===== src/rtl/prot_pkg.sv =====
package prot_pkg;
    typedef enum logic [1:0] {
        ST_OFF = 2'd0,
        ST_ARM = 2'd1,
        ST_RUN = 2'd2
    } seq_st_e;

    typedef struct packed {
        logic warn_n;
        logic sd;
    } therm_s;
endpackage


===== src/rtl/prot_sync.sv =====
module prot_sync #(
    parameter int W = 3
) (
    input  logic         clk,
    input  logic         rst_n,
    input  logic [W-1:0] async_i,
    output logic [W-1:0] sync_o
);
    logic [W-1:0] s1_d, s1_q, s2_d, s2_q;

    always_comb begin
        s1_d = async_i;
        s2_d = s1_q;
    end

    always_ff @(posedge clk or negedge rst_n) begin
        if (!rst_n) begin
            s1_q <= '0;
            s2_q <= '0;
        end else begin
            s1_q <= s1_d;
            s2_q <= s2_d;
        end
    end

    assign sync_o = s2_q;
endmodule


===== src/rtl/prot_thermal.sv =====
module prot_thermal
    import prot_pkg::*;
#(
    parameter int TEMP_W  = 8,
    parameter int WARN_T  = 130,
    parameter int TRIP_T  = 150,
    parameter int HYST_T  = 25
) (
    input  logic              clk,
    input  logic              rst_n,
    input  logic [TEMP_W-1:0] temp_i,
    output logic              warn_n_o,
    output logic              sd_o
);
    localparam logic [TEMP_W-1:0] WarnC = TEMP_W'(WARN_T);
    localparam logic [TEMP_W-1:0] TripC = TEMP_W'(TRIP_T);
    localparam logic [TEMP_W-1:0] RelC  = TEMP_W'(TRIP_T - HYST_T);

    therm_s d, q;

    always_comb begin
        d        = q;
        d.warn_n = !(temp_i > WarnC);
        if (!q.sd && temp_i >= TripC)
            d.sd = 1'b1;
        else if (q.sd && temp_i <= RelC)
            d.sd = 1'b0;
    end

    always_ff @(posedge clk or negedge rst_n) begin
        if (!rst_n) q <= '{warn_n: 1'b1, sd: 1'b0};
        else        q <= d;
    end

    assign warn_n_o = q.warn_n;
    assign sd_o     = q.sd;


    warn_low_chk: assert property (@(posedge clk) disable iff (!rst_n)
        (temp_i > WarnC) |=> !warn_n_o);

    sd_hold_chk: assert property (@(posedge clk) disable iff (!rst_n)
        (sd_o && temp_i > RelC) |=> sd_o);

    sd_idle_chk: assert property (@(posedge clk) disable iff (!rst_n)
        (!sd_o && temp_i < TripC) |=> !sd_o);
endmodule


===== src/rtl/prot_seq.sv =====
module prot_seq
    import prot_pkg::*;
#(
    parameter int CNT_W = 16
) (
    input  logic             clk,
    input  logic             rst_n,
    input  logic             fault_cond_i,
    input  logic             supply_good_i,
    input  logic             reg_ready_i,
    input  logic             tristate_i,
    input  logic             auto_i,
    input  logic [CNT_W-1:0] delay_i,
    output logic             pd_n_o,
    output logic             hiz_o,
    output logic             fault_n_o
);
    typedef struct packed {
        seq_st_e          st;
        logic             fault;
        logic             low_seen;
        logic [CNT_W-1:0] cnt;
        logic             pd_n;
        logic             hiz;
        logic             fault_n;
    } seq_s;

    seq_s d, q;

    always_comb begin
        d = q;
        unique case (q.st)
            ST_OFF:  if (supply_good_i) d.st = ST_ARM;
            ST_ARM:  if (reg_ready_i)   d.st = ST_RUN;
            default: d.st = q.st;
        endcase

        if (q.st != ST_OFF) begin
            if (!q.fault) begin
                if (fault_cond_i) begin
                    d.fault    = 1'b1;
                    d.cnt      = delay_i;
                    d.low_seen = 1'b0;
                end
            end else if (auto_i) begin
                if (q.cnt != '0)      d.cnt   = q.cnt - 1'b1;
                else if (fault_cond_i) d.cnt  = delay_i;
                else                  d.fault = 1'b0;
            end else begin
                if (!tristate_i) begin
                    d.low_seen = 1'b1;
                end else if (q.low_seen) begin
                    d.low_seen = 1'b0;
                    if (!fault_cond_i) d.fault = 1'b0;
                end
            end
        end

        if (!supply_good_i) begin
            d.st       = ST_OFF;
            d.fault    = 1'b0;
            d.low_seen = 1'b0;
            d.cnt      = '0;
        end

        d.pd_n    = (d.st != ST_OFF);
        d.hiz     = !((d.st == ST_RUN) && tristate_i && !d.fault);
        d.fault_n = !d.fault;
    end

    always_ff @(posedge clk or negedge rst_n) begin
        if (!rst_n) begin
            q         <= '0;
            q.st      <= ST_OFF;
            q.hiz     <= 1'b1;
            q.fault_n <= 1'b1;
        end else begin
            q <= d;
        end
    end

    assign pd_n_o    = q.pd_n;
    assign hiz_o     = q.hiz;
    assign fault_n_o = q.fault_n;


    trip_chk: assert property (@(posedge clk) disable iff (!rst_n)
        (q.st != ST_OFF && !q.fault && fault_cond_i && supply_good_i)
        |=> (!fault_n_o && hiz_o));

    off_chk: assert property (@(posedge clk) disable iff (!rst_n)
        !supply_good_i |=> (!pd_n_o && fault_n_o && hiz_o));

    arm_hiz_chk: assert property (@(posedge clk) disable iff (!rst_n)
        (q.st == ST_ARM && !reg_ready_i) |=> hiz_o);

    retry_end_chk: assert property (@(posedge clk) disable iff (!rst_n)
        ($rose(fault_n_o) && $past(auto_i) && $past(supply_good_i))
        |-> ($past(q.cnt) == '0));

    retry_again_chk: assert property (@(posedge clk) disable iff (!rst_n)
        (q.fault && auto_i && fault_cond_i && supply_good_i)
        |=> (!fault_n_o && hiz_o));

    manual_hold_chk: assert property (@(posedge clk) disable iff (!rst_n)
        (q.fault && !auto_i && !q.low_seen && supply_good_i) |=> !fault_n_o);
endmodule


===== src/rtl/prot_recovery_ctrl.sv =====
module prot_recovery_ctrl
    import prot_pkg::*;
#(
    parameter int TEMP_W = 8,
    parameter int CNT_W  = 16,
    parameter int WARN_T = 130,
    parameter int TRIP_T = 150,
    parameter int HYST_T = 25
) (
    input  logic              clk,
    input  logic              rst_n,
    input  logic [TEMP_W-1:0] temp_code,
    input  logic              ocp_flag,
    input  logic              uv_flag,
    input  logic              ov_flag,
    input  logic              supply_good,
    input  logic              reg_ready,
    input  logic              tristate_in,
    input  logic              auto_mode,
    input  logic [CNT_W-1:0]  retry_delay,
    output logic              pd_n,
    output logic              hiz,
    output logic              fault_n,
    output logic              thwarn_n
);
    localparam int NFLAG = 3;

    logic [NFLAG-1:0] flags_sync;
    logic             sd;
    logic             fault_cond;

    prot_sync #(.W(NFLAG)) u_sync (
        .clk     (clk),
        .rst_n   (rst_n),
        .async_i ({ov_flag, uv_flag, ocp_flag}),
        .sync_o  (flags_sync)
    );

    prot_thermal #(
        .TEMP_W (TEMP_W),
        .WARN_T (WARN_T),
        .TRIP_T (TRIP_T),
        .HYST_T (HYST_T)
    ) u_therm (
        .clk      (clk),
        .rst_n    (rst_n),
        .temp_i   (temp_code),
        .warn_n_o (thwarn_n),
        .sd_o     (sd)
    );

    assign fault_cond = (|flags_sync) | sd;

    prot_seq #(.CNT_W(CNT_W)) u_seq (
        .clk           (clk),
        .rst_n         (rst_n),
        .fault_cond_i  (fault_cond),
        .supply_good_i (supply_good),
        .reg_ready_i   (reg_ready),
        .tristate_i    (tristate_in),
        .auto_i        (auto_mode),
        .delay_i       (retry_delay),
        .pd_n_o        (pd_n),
        .hiz_o         (hiz),
        .fault_n_o     (fault_n)
    );
endmodule


===== config.mk =====
export PLATFORM = sky130hd
export DESIGN_NAME = prot_recovery_ctrl
export DESIGN_NICKNAME = d
export VERILOG_FILES = /design/src/rtl/prot_pkg.sv /design/src/rtl/prot_sync.sv /design/src/rtl/prot_thermal.sv /design/src/rtl/prot_seq.sv /design/src/rtl/prot_recovery_ctrl.sv
export SDC_FILE = /design/constraint.sdc
export NUM_CORES = 1
export LEC_CHECK = 0
export CAP_MARGIN = 20
export CORE_MARGIN = 2
export CORE_UTILIZATION = 46
export DETAILED_ROUTE_END_ITERATION = 8
export PLACE_DENSITY = 0.85
export SYNTH_ARGS = -nofsm -noshare
export SYNTH_HDL_FRONTEND = slang
export SYNTH_HIERARCHICAL = 1
export SYNTH_SLANG_ARGS = --single-unit

===== constraint.sdc =====
create_clock -name clk -period 2.5 [get_ports clk]
set_clock_uncertainty 0.15 [all_clocks]
set_input_delay 0.625 -clock clk [delete_from_list [all_inputs] [get_ports clk]]
set_output_delay 0.625 -clock clk [all_outputs]
set_load 0.01 [all_outputs]

==> impl_metrics.yaml, run 1 <==
pwr:
  power_w: 0.00176
  ir_drop_mv: 0.426
  switching_share: 0.361
  p_clk_frac: 0.228
  p_per_area_nw_per_um2: 717
  p_comb_frac: 0.426
  p_leak_nw: 0.994
  switchingPower_w: 0.000637
  p_int_w: 0.00113
  power_frac_seq: 0.345
timing:
  finalCritPeriodShare: 1.03
  worst_slack_ps: -70.6
  worst_pin_slew_ps: 589
  timing.final.max_slew_violations: 0
  slew_headroom: 0.606
  fmax_ghz: 0.389
  grt_setup_unrepaired: "yes"
  whs_ps: 197
  setup_viol: 8
  min_period_ps: 2570
  final_hold_viol_count: 0
clock_tree:
  htree_num_levels: 2
  clockRootBuffer: "clkbuf_8"
  clk_pin_slew_ps: 60
  holdBufCountCts: 0
  clock_latency_ps: 280
  cts_tree: "yes"
  clock_sinks: 31
  clockBufferDepth: 2
  cts_made_buffers: 5
finish:
  final_layout_size_suffix_gt1_frac: 0.195
  final_area_um2: 2460
  area_delta_synth_final_pct: 38.7
  num-nets-final: 280
  num-fill-cells: 296
  antennaDiodeCount: 0
critical_path:
  crit_path_end_kind: "register"
  slowest_delay_ps: 580
  critPathBufInv: 2
  crit_chain: "inv_2 -> ha_1 -> or4b_4 -> or4_4 -> a31oi_4 -> buf_12 -> a21oi_1 -> o22ai_1"
  cp.arrival_ps: 2620
  startpoint_type: "register"
  crit_slowest_cell: "or4_4"
  critical_path_required_ps: 2550
  critPathKind: "reg2reg"
  critPathTopFamily: "simple AND/OR/NAND/NOR gates"
  path_max_fanout: 8
outcome:
  status: "finished, violations left"
  failed_checks: "setup timing"
global_routing:
  track_usage: 0.217
  grt_max_degree: 32
  grt_pass1_vias: 1584
  grt-ovfl-total: 0
  grt_pass1_wl_um: 7160
  antenna_found_initial: 0
yosys:
  yosys.area.top_type: "dfrtp_1"
  ys_ff_latch: 31
  yosys_warnings: 6
  async_flop_share: 1.00
  synthFlopType: "dfrtp_1"
  syn_avg_cell_area_um2: 9.28
  synthTopCellsByArea: "dfrtp_1, a21oi_1, dfstp_2"
  ys_seq_area_frac: 0.440
  synth.net_count: 226
  synth_cell_types: 45
  synth_top_area_share: 0.395
  synthCells: 191
  netlist_area_um2: 1770
  synth-edff-count: 0
placement:
  gp_congestion: 0.876
  port_buffers: 36
  dp_hpwl_um: 3080
  dpl_cell_area_um2: 2330
routing:
  wl_um: 4580
  initialDrtViolationCount: 203
  dr.pass1.iters: 4
  via_per_inst: 5.98
  route.detailed.drc: 0
  drtAntennaViolNets: 0
  vias: 1757
  drt-wirelength-per-cell_um: 15.6
floorplan:
  dieArea_um2: 4370
  core-area_um2: 3690
  initial_core_util: 0.481
  die_h_um: 66.1
  pin_count: 37
  dieWidth_um: 66.1
  fp-row-count: 22
run:
  max_cap_violations: 0
hold_path:
  hold_class: "reg2reg"
[path summary, 6_finish.rpt]
| path | from | endpoint | slack, ps | cells past startpoint |
|---|---|---|---|---|
| worst max-delay path | u_seq/q[4]$_DFFE_PN0P_ | u_seq/q[15]$_DFFE_PN0P_ | -70 | 8 |
| worst min-delay path | u_sync/s1_q[0]$_DFF_PN0_ | u_sync/sync_o[0]$_DFF_PN0_ | 200 | 0 |
| worst max register to register | u_seq/q[4]$_DFFE_PN0P_ | u_seq/q[15]$_DFFE_PN0P_ | -70 | 8 |
| worst min register to register | u_sync/s1_q[0]$_DFF_PN0_ | u_sync/sync_o[0]$_DFF_PN0_ | 200 | 0 |
| max in group asynchronous | rst_n | u_seq/fault_n_o$_DFF_PN1_ | 1290 | 2 |
| min in group asynchronous | rst_n | u_seq/q[10]$_DFFE_PN0P_ | 580 | 2 |
[metal layers]
layer  share of wire  track usage
met1            0.41        0.283
met2            0.50        0.341
met3           0.071       0.0545
met4           0.021       0.0918
met5               0            0
[cell usage in the layout, fill, tap and decap left out, drive strengths merged, types with 2 or more instances in the layout]
cell type       n
nor3b           2
buf            19
or4             5
clkdlybuf4s50  36
nor3           12
a21oi          26
o41ai           2
or3             6
inv             9
o21ai          18
dfrtp          28
nand4           2
o31ai           5
nand3           3
nor4            7
o22ai           6
a21boi          3
ha              2
a311oi          2
nand2b          2
nor2           10
a31oi           2
nor2b           2
nand3b          2
clkbuf          8
nand2          12
mux2            2
dfstp           3
[cell usage after synthesis, types with 3 or more instances]
master,number
nor3_1,12
clkbuf_1,4
or4_1,4
nand2_1,12
o22ai_1,4
inv_1,9
o31ai_1,5
a21oi_1,24
o21ai_0,3
nor4_1,7
dfrtp_1,28
or3_1,6
nand3_1,3
buf_2,4
nor2_1,10
o21ai_1,14
dfstp_2,3
[kinds of logic (layout without fill, tap and decap cells)]
family,count (synthesis),after routing,synth area share
fa+ha+maj,2,2,0.0141
simple gates,69,69,0.215
buf+inv,18,73,0.0452
flops,31,31,0.440
compound gates,69,69,0.273
mux,2,2,0.0127
[through the flow]
stage               setup TNS (ps)  cells  setup WS, ps  utilization
finish                        -248    294         -70.6        0.667
global route                 -1160    294          -136        0.667
CTS                          -3.92    293         -3.92        0.656
detailed placement           -10.5    285         -9.61        0.631
global placement                 0    285          64.3        0.631
floorplan                        0    191          6.31            -
[cell type report]
type	count	area, µm²	area share
Clock buffer	7	86.3	0.0351
Inverter	9	33.8	0.0137
Multi-Input combinational cell	142	928	0.378
Tap cell	48	60.1	0.0244
Clock inverter	1	5.00	0.00204
Sequential cell	31	779	0.317
Timing Repair Buffer	56	566	0.230
[flip-flops by register name, summed over array words and instances (netlist names)]
register	cells
u_seq/hiz_o	1
u_therm/sd_o	1
u_therm/warn_n_o	1
u_seq/fault_n_o	1
u_seq/q	20
u_sync/sync_o	3
u_seq/pd_n_o	1
u_sync/s1_q	3
[worst register-to-register path: cells and delay by family (launching register included)]
| kind | cells | cell delay, ps |
|---|---|---|
| compound gates | 3 | 490 |
| buf+inv | 2 | 230 |
| flops | 1 | 420 |
| fa+ha+maj | 1 | 130 |
| simple gates | 2 | 1050 |
[power groups by stage]
stage               Clock, W  Sequential (W)  Combinational (W)
floorplan                  0        0.000607           0.000422
finish              0.000403        0.000608           0.000752
CTS                 0.000409        0.000603           0.000706
global placement           0        0.000609           0.000680
detailed placement         0        0.000613           0.000697
global route        0.000439        0.000615           0.000810
[timing repair]
| item | in CTS | in global routing |
|---|---|---|
| setup endpoints to repair | 4 | 15 |
| endpoints found under the hold margin | 0 | 0 |
| resized for setup | 0 | 6 |
| cloned | 0 | 1 |
| setup buffers | 0 | 0 |
| pin swaps | 2 | 4 |
(Power assumes the default switching activity.)
==> run 2, diff against run 1 <==
--- a/config.mk
+++ b/config.mk
@@ -9,6 +9,7 @@
 export CORE_MARGIN = 2
 export CORE_UTILIZATION = 46
 export DETAILED_ROUTE_END_ITERATION = 8
+export HOLD_SLACK_MARGIN = 0.06
 export PLACE_DENSITY = 0.85
 export SYNTH_ARGS = -nofsm -noshare
 export SYNTH_HDL_FRONTEND = slang
==> results of run 2 <==
No change in the layout: final DEF, timing and power equal those of run 1.
